==> src/rtl/ec_sci_pkg.sv <==
// Shared codes, status bit positions and state types for the mailbox
// interrupt sequencer. Assumes one-byte host ports.
package ec_sci_pkg;
    localparam logic [7:0] OP_READ      = 8'h80;
    localparam logic [7:0] OP_WRITE     = 8'h81;
    localparam logic [7:0] OP_BURST_ON  = 8'h82;
    localparam logic [7:0] OP_BURST_OFF = 8'h83;
    localparam logic [7:0] OP_QUERY     = 8'h84;
    localparam logic [7:0] BURST_ACK    = 8'h90;

    localparam int ST_OBF   = 0;
    localparam int ST_IBF   = 1;
    localparam int ST_CMD   = 3;
    localparam int ST_BURST = 4;
    localparam int ST_EVT   = 5;

    typedef enum logic [1:0] {
        TS_IDLE,
        TS_RD_ADDR,
        TS_WR_ADDR,
        TS_WR_DATA
    } txn_state_e;

    typedef enum logic [1:0] {
        PG_IDLE,
        PG_HIGH,
        PG_GAP
    } pulse_state_e;
endpackage

==> src/rtl/ec_sci_host_buf.sv <==
// Host-facing byte buffers: input byte with full and port flags, output
// byte with full flag. Assumes the engine consumes any held input byte
// in the cycle after it arrives.
module ec_sci_host_buf #(
    parameter int DW = 8
) (
    input  logic          clk,
    input  logic          rst_n,
    input  logic          host_wr,
    input  logic          host_is_cmd,
    input  logic [DW-1:0] host_wdata,
    input  logic          host_rd,
    input  logic          consume,
    input  logic          ob_load,
    input  logic [DW-1:0] ob_data,
    output logic [DW-1:0] ib_q,
    output logic          ibf_q,
    output logic          cmd_q,
    output logic [DW-1:0] ob_q,
    output logic          obf_q
);
    // Input side: a new write wins over the consume of an older byte.
    always_ff @(posedge clk) begin
        if (!rst_n) begin
            ib_q  <= '0;
            ibf_q <= 1'b0;
            cmd_q <= 1'b0;
        end else if (host_wr) begin
            ib_q  <= host_wdata;
            ibf_q <= 1'b1;
            cmd_q <= host_is_cmd;
        end else if (consume) begin
            ibf_q <= 1'b0;
        end
    end

    // Output side: a load by the engine wins over a host read.
    always_ff @(posedge clk) begin
        if (!rst_n) begin
            ob_q  <= '0;
            obf_q <= 1'b0;
        end else if (ob_load) begin
            ob_q  <= ob_data;
            obf_q <= 1'b1;
        end else if (host_rd) begin
            obf_q <= 1'b0;
        end
    end
endmodule

==> src/rtl/ec_sci_evt_latch.sv <==
// Holds one pending event and its cause code. Assumes a clear from a
// query and a new request may arrive together; the new request then
// becomes pending.
module ec_sci_evt_latch #(
    parameter int DW = 8
) (
    input  logic          clk,
    input  logic          rst_n,
    input  logic          evt_set,
    input  logic [DW-1:0] evt_code_in,
    input  logic          evt_clr,
    output logic          evt_pend_q,
    output logic [DW-1:0] evt_code_q,
    output logic          evt_req
);
    logic accept;

    // Accept a request when nothing is pending or the pending one is leaving.
    always_comb begin
        accept  = evt_set && (!evt_pend_q || evt_clr);
        evt_req = accept;
    end

    // Pending flag and code storage.
    always_ff @(posedge clk) begin
        if (!rst_n) begin
            evt_pend_q <= 1'b0;
            evt_code_q <= '0;
        end else if (accept) begin
            evt_pend_q <= 1'b1;
            evt_code_q <= evt_code_in;
        end else if (evt_clr) begin
            evt_pend_q <= 1'b0;
        end
    end
endmodule

==> src/rtl/ec_sci_txn_fsm.sv <==
// Transaction decoder. It consumes each held input byte in one cycle,
// tracks the open transaction, loads response bytes and raises an
// interrupt request on the bytes that call for one. Assumes a command
// byte always restarts decoding.
module ec_sci_txn_fsm
    import ec_sci_pkg::*;
#(
    parameter int DW = 8
) (
    input  logic          clk,
    input  logic          rst_n,
    input  logic          ibf,
    input  logic          ib_is_cmd,
    input  logic [DW-1:0] ib_data,
    input  logic          evt_pend,
    input  logic [DW-1:0] evt_code,
    input  logic [DW-1:0] lcl_rd_data,
    output logic          consume,
    output logic          ob_load,
    output logic [DW-1:0] ob_data,
    output logic          evt_clr,
    output logic          sci_req,
    output logic          burst_q,
    output logic [DW-1:0] lcl_addr,
    output logic          lcl_wr_en,
    output logic [DW-1:0] lcl_wdata
);
    txn_state_e    state_q, state_n;
    logic [DW-1:0] addr_q, addr_n;
    logic          burst_n;

    // Next-state and per-byte action decode.
    always_comb begin
        state_n   = state_q;
        addr_n    = addr_q;
        burst_n   = burst_q;
        consume   = ibf;
        ob_load   = 1'b0;
        ob_data   = '0;
        evt_clr   = 1'b0;
        sci_req   = 1'b0;
        lcl_wr_en = 1'b0;
        if (ibf) begin
            if (ib_is_cmd) begin
                state_n = TS_IDLE;
                case (ib_data)
                    OP_READ: begin
                        state_n = TS_RD_ADDR;
                        sci_req = 1'b1;
                    end
                    OP_WRITE: begin
                        state_n = TS_WR_ADDR;
                        sci_req = 1'b1;
                    end
                    OP_BURST_ON: begin
                        burst_n = 1'b1;
                        ob_load = 1'b1;
                        ob_data = BURST_ACK;
                        sci_req = 1'b1;
                    end
                    OP_BURST_OFF: begin
                        burst_n = 1'b0;
                        sci_req = 1'b1;
                    end
                    OP_QUERY: begin
                        ob_load = 1'b1;
                        ob_data = evt_pend ? evt_code : '0;
                        evt_clr = evt_pend;
                        sci_req = 1'b1;
                    end
                    default: sci_req = 1'b0;
                endcase
            end else begin
                case (state_q)
                    TS_RD_ADDR: begin
                        ob_load = 1'b1;
                        ob_data = lcl_rd_data;
                        sci_req = 1'b1;
                        state_n = TS_IDLE;
                    end
                    TS_WR_ADDR: begin
                        addr_n  = ib_data;
                        sci_req = 1'b1;
                        state_n = TS_WR_DATA;
                    end
                    TS_WR_DATA: begin
                        lcl_wr_en = 1'b1;
                        sci_req   = 1'b1;
                        state_n   = TS_IDLE;
                    end
                    default: state_n = TS_IDLE;
                endcase
            end
        end
    end

    // Local address: the held write address for write data, else the byte.
    always_comb begin
        lcl_addr  = (state_q == TS_WR_DATA) ? addr_q : ib_data;
        lcl_wdata = ib_data;
    end

    // State, address and burst registers.
    always_ff @(posedge clk) begin
        if (!rst_n) begin
            state_q <= TS_IDLE;
            addr_q  <= '0;
            burst_q <= 1'b0;
        end else begin
            state_q <= state_n;
            addr_q  <= addr_n;
            burst_q <= burst_n;
        end
    end
endmodule

==> src/rtl/ec_sci_pulse_gen.sv <==
// Turns interrupt requests into pulses of PULSE_W clocks separated by at
// least GAP_W low clocks. Requests are counted, saturating at the
// counter maximum, and each counted request yields one pulse.
module ec_sci_pulse_gen
    import ec_sci_pkg::*;
#(
    parameter int PULSE_W = 4,
    parameter int GAP_W   = 1,
    parameter int QCNT_W  = 4
) (
    input  logic clk,
    input  logic rst_n,
    input  logic req_a,
    input  logic req_b,
    output logic sci_o
);
    localparam int TMAX = (PULSE_W > GAP_W) ? PULSE_W : GAP_W;
    localparam int CW   = $clog2(TMAX + 1);
    localparam logic [QCNT_W:0] PMAX = {1'b0, {QCNT_W{1'b1}}};

    pulse_state_e      ph_q;
    logic [CW-1:0]     cnt_q;
    logic [QCNT_W-1:0] pend_q;
    logic              start;
    logic [QCNT_W:0]   sum;

    // Start a pulse when requests wait and the line may go high.
    always_comb begin
        start = (pend_q != '0) &&
                ((ph_q == PG_IDLE) || ((ph_q == PG_GAP) && (cnt_q == '0)));
        sum   = {1'b0, pend_q} + (QCNT_W + 1)'(req_a) + (QCNT_W + 1)'(req_b)
                - (QCNT_W + 1)'(start);
    end

    // Waiting-request counter.
    always_ff @(posedge clk) begin
        if (!rst_n)          pend_q <= '0;
        else if (sum > PMAX) pend_q <= PMAX[QCNT_W-1:0];
        else                 pend_q <= sum[QCNT_W-1:0];
    end

    // Pulse phase and width timer.
    always_ff @(posedge clk) begin
        if (!rst_n) begin
            ph_q  <= PG_IDLE;
            cnt_q <= '0;
        end else if (start) begin
            ph_q  <= PG_HIGH;
            cnt_q <= CW'(PULSE_W - 1);
        end else begin
            case (ph_q)
                PG_HIGH: begin
                    if (cnt_q == '0) begin
                        ph_q  <= PG_GAP;
                        cnt_q <= CW'(GAP_W - 1);
                    end else begin
                        cnt_q <= cnt_q - 1'b1;
                    end
                end
                PG_GAP: begin
                    if (cnt_q == '0) ph_q <= PG_IDLE;
                    else             cnt_q <= cnt_q - 1'b1;
                end
                default: ph_q <= PG_IDLE;
            endcase
        end
    end

    // Registered line drive.
    always_comb sci_o = (ph_q == PG_HIGH);
endmodule

==> src/rtl/ec_sci_seq.sv <==
// Top of the mailbox interrupt sequencer: host buffers, transaction
// decoder, event latch and pulse generator, plus the status byte.
// Assumes one-cycle host strobes and read data valid while a read
// address byte is consumed.
module ec_sci_seq
    import ec_sci_pkg::*;
#(
    parameter int DW      = 8,
    parameter int PULSE_W = 4,
    parameter int GAP_W   = 1,
    parameter int QCNT_W  = 4
) (
    input  logic          clk,
    input  logic          rst_n,
    input  logic          host_wr,
    input  logic          host_is_cmd,
    input  logic [DW-1:0] host_wdata,
    input  logic          host_rd,
    output logic [DW-1:0] host_rdata,
    output logic [7:0]    status,
    output logic          sci,
    output logic [DW-1:0] lcl_addr,
    input  logic [DW-1:0] lcl_rd_data,
    output logic          lcl_wr_en,
    output logic [DW-1:0] lcl_wdata,
    input  logic          lcl_evt_set,
    input  logic [DW-1:0] lcl_evt_code
);
    logic [DW-1:0] ib_q, ob_data, evt_code_q;
    logic          ibf_q, cmd_q, obf_q, consume, ob_load;
    logic          evt_clr, evt_pend_q, evt_req, txn_req, burst_q;

    ec_sci_host_buf #(.DW(DW)) u_buf (
        .clk(clk), .rst_n(rst_n),
        .host_wr(host_wr), .host_is_cmd(host_is_cmd), .host_wdata(host_wdata),
        .host_rd(host_rd), .consume(consume),
        .ob_load(ob_load), .ob_data(ob_data),
        .ib_q(ib_q), .ibf_q(ibf_q), .cmd_q(cmd_q),
        .ob_q(host_rdata), .obf_q(obf_q)
    );

    ec_sci_txn_fsm #(.DW(DW)) u_fsm (
        .clk(clk), .rst_n(rst_n),
        .ibf(ibf_q), .ib_is_cmd(cmd_q), .ib_data(ib_q),
        .evt_pend(evt_pend_q), .evt_code(evt_code_q), .lcl_rd_data(lcl_rd_data),
        .consume(consume), .ob_load(ob_load), .ob_data(ob_data),
        .evt_clr(evt_clr), .sci_req(txn_req), .burst_q(burst_q),
        .lcl_addr(lcl_addr), .lcl_wr_en(lcl_wr_en), .lcl_wdata(lcl_wdata)
    );

    ec_sci_evt_latch #(.DW(DW)) u_evt (
        .clk(clk), .rst_n(rst_n),
        .evt_set(lcl_evt_set), .evt_code_in(lcl_evt_code), .evt_clr(evt_clr),
        .evt_pend_q(evt_pend_q), .evt_code_q(evt_code_q), .evt_req(evt_req)
    );

    ec_sci_pulse_gen #(.PULSE_W(PULSE_W), .GAP_W(GAP_W), .QCNT_W(QCNT_W)) u_pulse (
        .clk(clk), .rst_n(rst_n),
        .req_a(txn_req), .req_b(evt_req), .sci_o(sci)
    );

    // Status byte assembly.
    always_comb begin
        status           = '0;
        status[ST_OBF]   = obf_q;
        status[ST_IBF]   = ibf_q;
        status[ST_CMD]   = cmd_q;
        status[ST_BURST] = burst_q;
        status[ST_EVT]   = evt_pend_q;
    end
endmodule

==> config.mk <==
export PLATFORM = sky130hd
export DESIGN_NAME = ec_sci_seq
export DESIGN_NICKNAME = d
export VERILOG_FILES = /design/src/rtl/ec_sci_pkg.sv /design/src/rtl/ec_sci_host_buf.sv /design/src/rtl/ec_sci_evt_latch.sv /design/src/rtl/ec_sci_txn_fsm.sv /design/src/rtl/ec_sci_pulse_gen.sv /design/src/rtl/ec_sci_seq.sv
export SDC_FILE = /design/constraint.sdc
export NUM_CORES = 1
export LEC_CHECK = 0
export BUFFER_PORTS_ARGS = -buffer_cell sky130_fd_sc_hd__buf_4
export CORE_UTILIZATION = 45
export DETAILED_ROUTE_END_ITERATION = 10
export PLACE_DENSITY = 0.72
export SYNTH_ARGS = -nofsm -noshare
export SYNTH_HDL_FRONTEND = slang
export SYNTH_SLANG_ARGS = --single-unit
==> constraint.sdc <==
create_clock -name clk -period 2.65 [get_ports clk]
set_input_delay 0.1325 -clock clk [delete_from_list [all_inputs] [get_ports clk]]
set_output_delay 0.1325 -clock clk [all_outputs]
set_load 0.05 [all_outputs]
==> impl_metrics.ini, run 1 <==
[outcome]
status = complete, no violations

[run]
maxCapViolations = 0

[logic_synthesis]
synth_area_leader_cell = dfxtp_1
synth_top_area_share_pct = 38.96
async_flop_share_pct = 0
ys_ff_latch = 48
yosysUniqueCellTypes = 45
synth-edff-count = 0
synth_area_mm2 = 0.002466
syn_inst = 268
synth_flop_cell = dfxtp_1
avgSynthCellArea_um2 = 9.202
yosysWarnings = 0
synthTopCellsByArea = dfxtp_1, mux2i_1, nor2_1
yosysSeqAreaShare_pct = 38.96

[routing]
post_drt_via_cell_ratio = 5.154
totalWireLength_mm = 5.241
detail_route.wl_per_cell_um = 13.23
drt_iter0_drc = 158
antenna_left = 0
vias = 2041
remaining_drc_errors = 0
drtPass1Iterations = 6

[setup_path]
ff2ff_path_depth = 12
worstPathRequired_ns = 2.81
r2r_end = u_pulse.pend_q[3]
cp_data_arrival_time_ns = 2.69
startpoint_type = flip-flop
r2r_setup_slack_ns = 0.13
critPathMaxFanout = 4
reg2reg_from = u_pulse.cnt_q[0]
critPathCaptureType = flip-flop
worstSetupPathType = reg -> reg

[global_routing]
grt_overflow = 0
track_usage_pct = 18.27
grt_pass1_wl_mm = 8.597
use_met2_pct = 30.91
grt_use_met1_pct = 23.26
met3_usage_pct = 3.952
grt_max_degree = 30
gr-max-usage-layer = met2
antenna_found_initial = 0
grt_pass1_vias = 1897

[timing]
tns_ns = 0
finalHoldViolCount = 0
final-max-slew-violation-count = 0
holdWs_ns = 0.07139
period_share_pct = 95.26
setup_ws_ns = 0.1255
worst_clock_skew_ns = 0.005351
finalCriticalPeriod_ns = 2.524
fmax_mhz = 396.1
setup_violations = 0

[cts]
cts_root_buf = clkbuf_8
clkSinkCount = 48
clk_latency_ns = 0.29
cts_tree = done
postCtsSetupBuffers = 0
cts.clk_slew.worst_paths_ns = 0.08
cts_buffer_depth = 2
holdBufCountCts = 0
htree_levels = 2
cts_made_buffers = 5

[floorplan]
die_w_um = 76.03
dieHeight_um = 76.03
ioPinCount = 64
core_mm2 = 0.005205
die_area_mm2 = 0.005781
start_util_pct = 47.38
rows = 26

[final_layout]
final_area_mm2 = 0.003146
final_cells = 396
most-common-layout-cells = buf_4, dfxtp_1, nor2_1
antennaDiodeCount = 0
layout.nets = 364
final_common_cell = buf_4
syn2layout_area_growth_pct = 27.55
drive_gt1_share_pct = 33.44

[placed_design]
pre_cts_ws_ns = 0.07061
place_area_mm2 = 0.003017
dp.cells = 388
dp_hpwl_mm = 3.885
routabilityCongestion = 0.8166
port_buffers = 60

[min_path]
whs_endpoint = u_buf.ib_q[0]
hp-start = host_wdata[0]
hold_path.class = in -> reg
min_path_cells = 3

[pwr]
p_per_area_mw_per_mm2 = 743.0
leakagePower_nw = 1.435
ir_worst_vdd_mv = 0.7173
[cell type report]
| class | instances | area [µm²] |
|---|---|---|
| multi-input cells | 179 | 1381 |
| repair buffers | 71 | 533.0 |
| flip-flops and latches | 48 | 978.4 |
| clock buffers | 8 | 90.09 |
| well taps | 70 | 87.58 |
| inverters | 20 | 75.07 |
| fillers | 483 | 2059 |
[worst max-delay path by stage]
stage	start	end	slack (ns)	depth (start not counted)
final	u_pulse.cnt_q[0]	u_pulse.pend_q[3]	0.13	12
after floorplan	u_buf.ib_q[7]	u_pulse.pend_q[3]	-0.05	11
after global routing	u_pulse.cnt_q[1]	u_pulse.pend_q[3]	-0.02	12
after global placement	u_pulse.cnt_q[0]	u_pulse.pend_q[3]	0.13	12
after detailed placement	u_pulse.cnt_q[1]	u_pulse.pend_q[3]	0.07	12
after CTS	u_pulse.cnt_q[1]	u_pulse.pend_q[3]	0.05	12
[per-layer routing]
metal / vias up / share of wire (%) / wire [µm]
met5: - / 0 / 0
met4: 0 / 0.88 / 46
met3: 5 / 4.7 / 244
met2: 54 / 48 / 2501
met1: 948 / 47 / 2448
li1: 1034 / - / -
[sequential cells by signal, indices dropped and copies added, names as in the netlist]
signal / count
u_pulse.cnt_q: 3
u_buf.ibf_q: 1
u_pulse.ph_q: 2
u_fsm.addr_q: 8
u_fsm.burst_q: 1
u_buf.ib_q: 8
u_buf.cmd_q: 1
u_buf.obf_q: 1
u_buf.ob_q: 8
u_pulse.pend_q: 4
u_evt.evt_pend_q: 1
u_fsm.state_q: 2
u_evt.evt_code_q: 8
[logic make-up (layout without fill, tap and decap cells)]
logic type / count (synthesis) / count (layout) / synth area share [%]
AND/OR/NAND/NOR: 85 / 85 / 17.81
adder cells (fa/ha/maj): 9 / 9 / 5.175
XOR/XNOR: 3 / 3 / 1.066
flip-flops: 48 / 48 / 38.96
other: 1 / 3 / 0.1521
AO/OA/AOI/OAI: 51 / 51 / 15.88
multiplexers: 28 / 28 / 11.77
buffers and inverters: 43 / 99 / 9.183
[through the flow]
stage          power [W]  util [%]
2_1_floorplan   0.001577         -
3_3_place_gp    0.001790     57.96
3_5_place_dp    0.001813     57.96
4_1_cts         0.002262     59.69
5_1_grt         0.002508     60.43
6_report        0.002337     60.43
[Yosys cell counts (3+ instances only)]
| cell type | n |
|---|---|
| buf_6 | 4 |
| nand4_1 | 3 |
| nand2_1 | 22 |
| o21ai_1 | 8 |
| xnor2_1 | 3 |
| o221ai_1 | 8 |
| mux2_2 | 8 |
| nor3_1 | 4 |
| and2_1 | 3 |
| o211a_1 | 9 |
| nor2_1 | 25 |
| nand3_1 | 10 |
| nor2b_1 | 7 |
| buf_2 | 4 |
| dfxtp_1 | 48 |
| ha_1 | 7 |
| inv_1 | 19 |
| a21oi_1 | 9 |
| buf_4 | 8 |
| mux2i_1 | 20 |
| a31oi_1 | 3 |
| clkbuf_1 | 5 |
[report_power, final]
| group | total (W) | internal, W | switching [W] |
|---|---|---|---|
| sequential | 0.000879 | 0.000803 | 0.0000761 |
| combinational | 0.00102 | 0.000464 | 0.000555 |
| clock | 0.000440 | 0.000213 | 0.000226 |
[timing repair]
action	CTS	global route
endpoints found under the setup margin	0	4
hold endpoints to repair	0	0
gates resized for setup	0	5
[critical path: stages, from the launching register on]
cell,delay (ns)
dfxtp_1,0.33
inv_1,0.12
ha_4,0.17
nand2b_4,0.07
a221oi_4,0.30
ha_4,0.25
fa_2,0.34
inv_2,0.06
fa_2,0.21
a21oi_2,0.06
o21bai_1,0.21
xnor2_2,0.17
a31oi_1,0.11
No activity file was read; power rests on OpenSTA's default activity.
==> run 2, diff against run 1 <==
==> constraint.sdc (replaced) <==
create_clock -name clk -period 2.65 [get_ports clk]
set_input_delay 0.53 -clock clk [delete_from_list [all_inputs] [get_ports clk]]
set_output_delay 0.53 -clock clk [all_outputs]
set_load 0.05 [all_outputs]
==> impl_metrics.ini, run 2 (synthesized netlist as in run 1, its figures left out) <==
[pwr]
p_per_area_mw_per_mm2 = 757.9
ir_worst_vdd_mv = 0.6711
leakagePower_nw = 1.442

[cts]
holdBufCountCts = 0
cts_made_buffers = 5
htree_levels = 2
cts_root_buf = clkbuf_8
cts.clk_slew.worst_paths_ns = 0.09
cts_buffer_depth = 2
cts_tree = done
clkSinkCount = 48
clk_latency_ns = 0.29

[routing]
drtPass1Iterations = 5
antenna_left = 0
drt_iter0_drc = 128
vias = 2043
totalWireLength_mm = 5.350
detail_route.wl_per_cell_um = 13.51
post_drt_via_cell_ratio = 5.159
remaining_drc_errors = 0

[floorplan]
start_util_pct = 47.38
rows = 26
core_mm2 = 0.005205
ioPinCount = 64
die_w_um = 76.03
die_area_mm2 = 0.005781
dieHeight_um = 76.03

[global_routing]
grt_pass1_vias = 1901
gr-max-usage-layer = met2
grt_use_met1_pct = 25.00
grt_max_degree = 30
use_met2_pct = 29.73
met3_usage_pct = 4.072
grt_pass1_wl_mm = 8.797
grt_overflow = 0
track_usage_pct = 18.86
antenna_found_initial = 0

[setup_path]
ff2ff_path_depth = 12
path_cells = inv_1, ha_4, nand2b_4, a221oi_4, ha_4, fa_2, inv_2, fa_2, a21oi_2, o21bai_2, xnor2_2, a31oi_1
cp_data_arrival_time_ns = 2.71
worstSetupPathType = reg -> reg
startpoint_type = flip-flop
critPathMaxFanout = 4
critPathCaptureType = flip-flop
worstPathRequired_ns = 2.81
critPathMaxStageDelay_ns = 0.34
cp_slowest_cell = fa_2
r2r_setup_slack_ns = 0.11

[final_layout]
layout.nets = 364
drive_gt1_share_pct = 34.36
final_common_cell = buf_4
antennaDiodeCount = 0
fillers = 459
syn2layout_area_growth_pct = 27.80
most-common-layout-cells = buf_4, dfxtp_1, nor2_1

[timing]
worst_clock_skew_ns = 0.005166
rsz0062_at_grt = false
setup_violations = 0
final-max-slew-violation-count = 0
fmax_mhz = 393.3
tns_ns = 0
finalCriticalPeriod_ns = 2.542
holdWs_ns = 0.4586
period_share_pct = 95.94
finalHoldViolCount = 0

[placed_design]
dp_hpwl_mm = 3.957
port_buffers = 60
routabilityCongestion = 0.7795

[run]
maxCapViolations = 0

[min_path]
hold_path.class = reg -> reg
min_path_cells = 2

[outcome]
status = complete, no violations
## run 2: cell count changes in the layout (fill, tap and decap cells not counted), sizes merged
cell	change
clkbuf	-2
clkinv	+2
## run 2: area by class of cell
cell class / instances / area, µm² / share of cell area (%)
clock buffer: 6 / 82.58 / 2.620
clock inverter: 2 / 10.01 / 0.3176
inverter: 20 / 75.07 / 2.382
multi-input combinational: 179 / 1385 / 43.95
sequential: 48 / 978.4 / 31.04
tap: 70 / 87.58 / 2.779
timing repair buffer: 71 / 533.0 / 16.91
## run 2: report_power, final
part	switching (W)	total [W]	leakage [nW]	internal, W
Clock	0.000235	0.000444	0.0510	0.000209
Combinational	0.000569	0.00107	0.995	0.000498
Sequential	0.0000753	0.000878	0.396	0.000803
Total	0.000880	0.00239	1.44	0.00151
## run 2: what timing repair did
| action | 4_1_cts | 5_1_grt |
|---|---|---|
| setup buffers | 0 | 2 |
| gates resized for setup | 0 | 6 |
| setup endpoints to repair | 0 | 4 |
## run 2: metal layers
layer / part of all wire [%] / wire, µm
met3: 3.5 / 185
met1: 48 / 2545
met4: 1.3 / 70
met5: 0 / 0
met2: 48 / 2549
## run 2: critical path, delay by kind of cell (launching register included)
family	cells	cell delay [ns]
adder cells (fa/ha/maj)	4	0.98
AO/OA/AOI/OAI	4	0.68
flip-flops	1	0.33
buffers and inverters	2	0.18
XOR/XNOR	1	0.17
AND/OR/NAND/NOR	1	0.07
## run 2: worst paths after layout
check / startpoint / end
setup / recovery: u_pulse.cnt_q[0] / u_pulse.pend_q[3]
hold / removal: u_evt.evt_code_q[5] / u_evt.evt_code_q[5]
setup reg to reg: u_pulse.cnt_q[0] / u_pulse.pend_q[3]
hold reg to reg: u_evt.evt_code_q[5] / u_evt.evt_code_q[5]
## run 2: through the flow
stage	util, %	area, µm²	worst slack (ns)	std cells	total power (W)
final	60.55	3152	0.1075	396	0.002389
after global routing	60.55	3152	0.01563	396	0.002551
after CTS	59.45	3094	0.02486	394	0.002267
after detailed placement	57.67	3002	-0.01001	386	0.001805
after global placement	57.67	3002	0.04679	386	0.001793
after floorplan	-	2549	-0.04652	270	0.001577
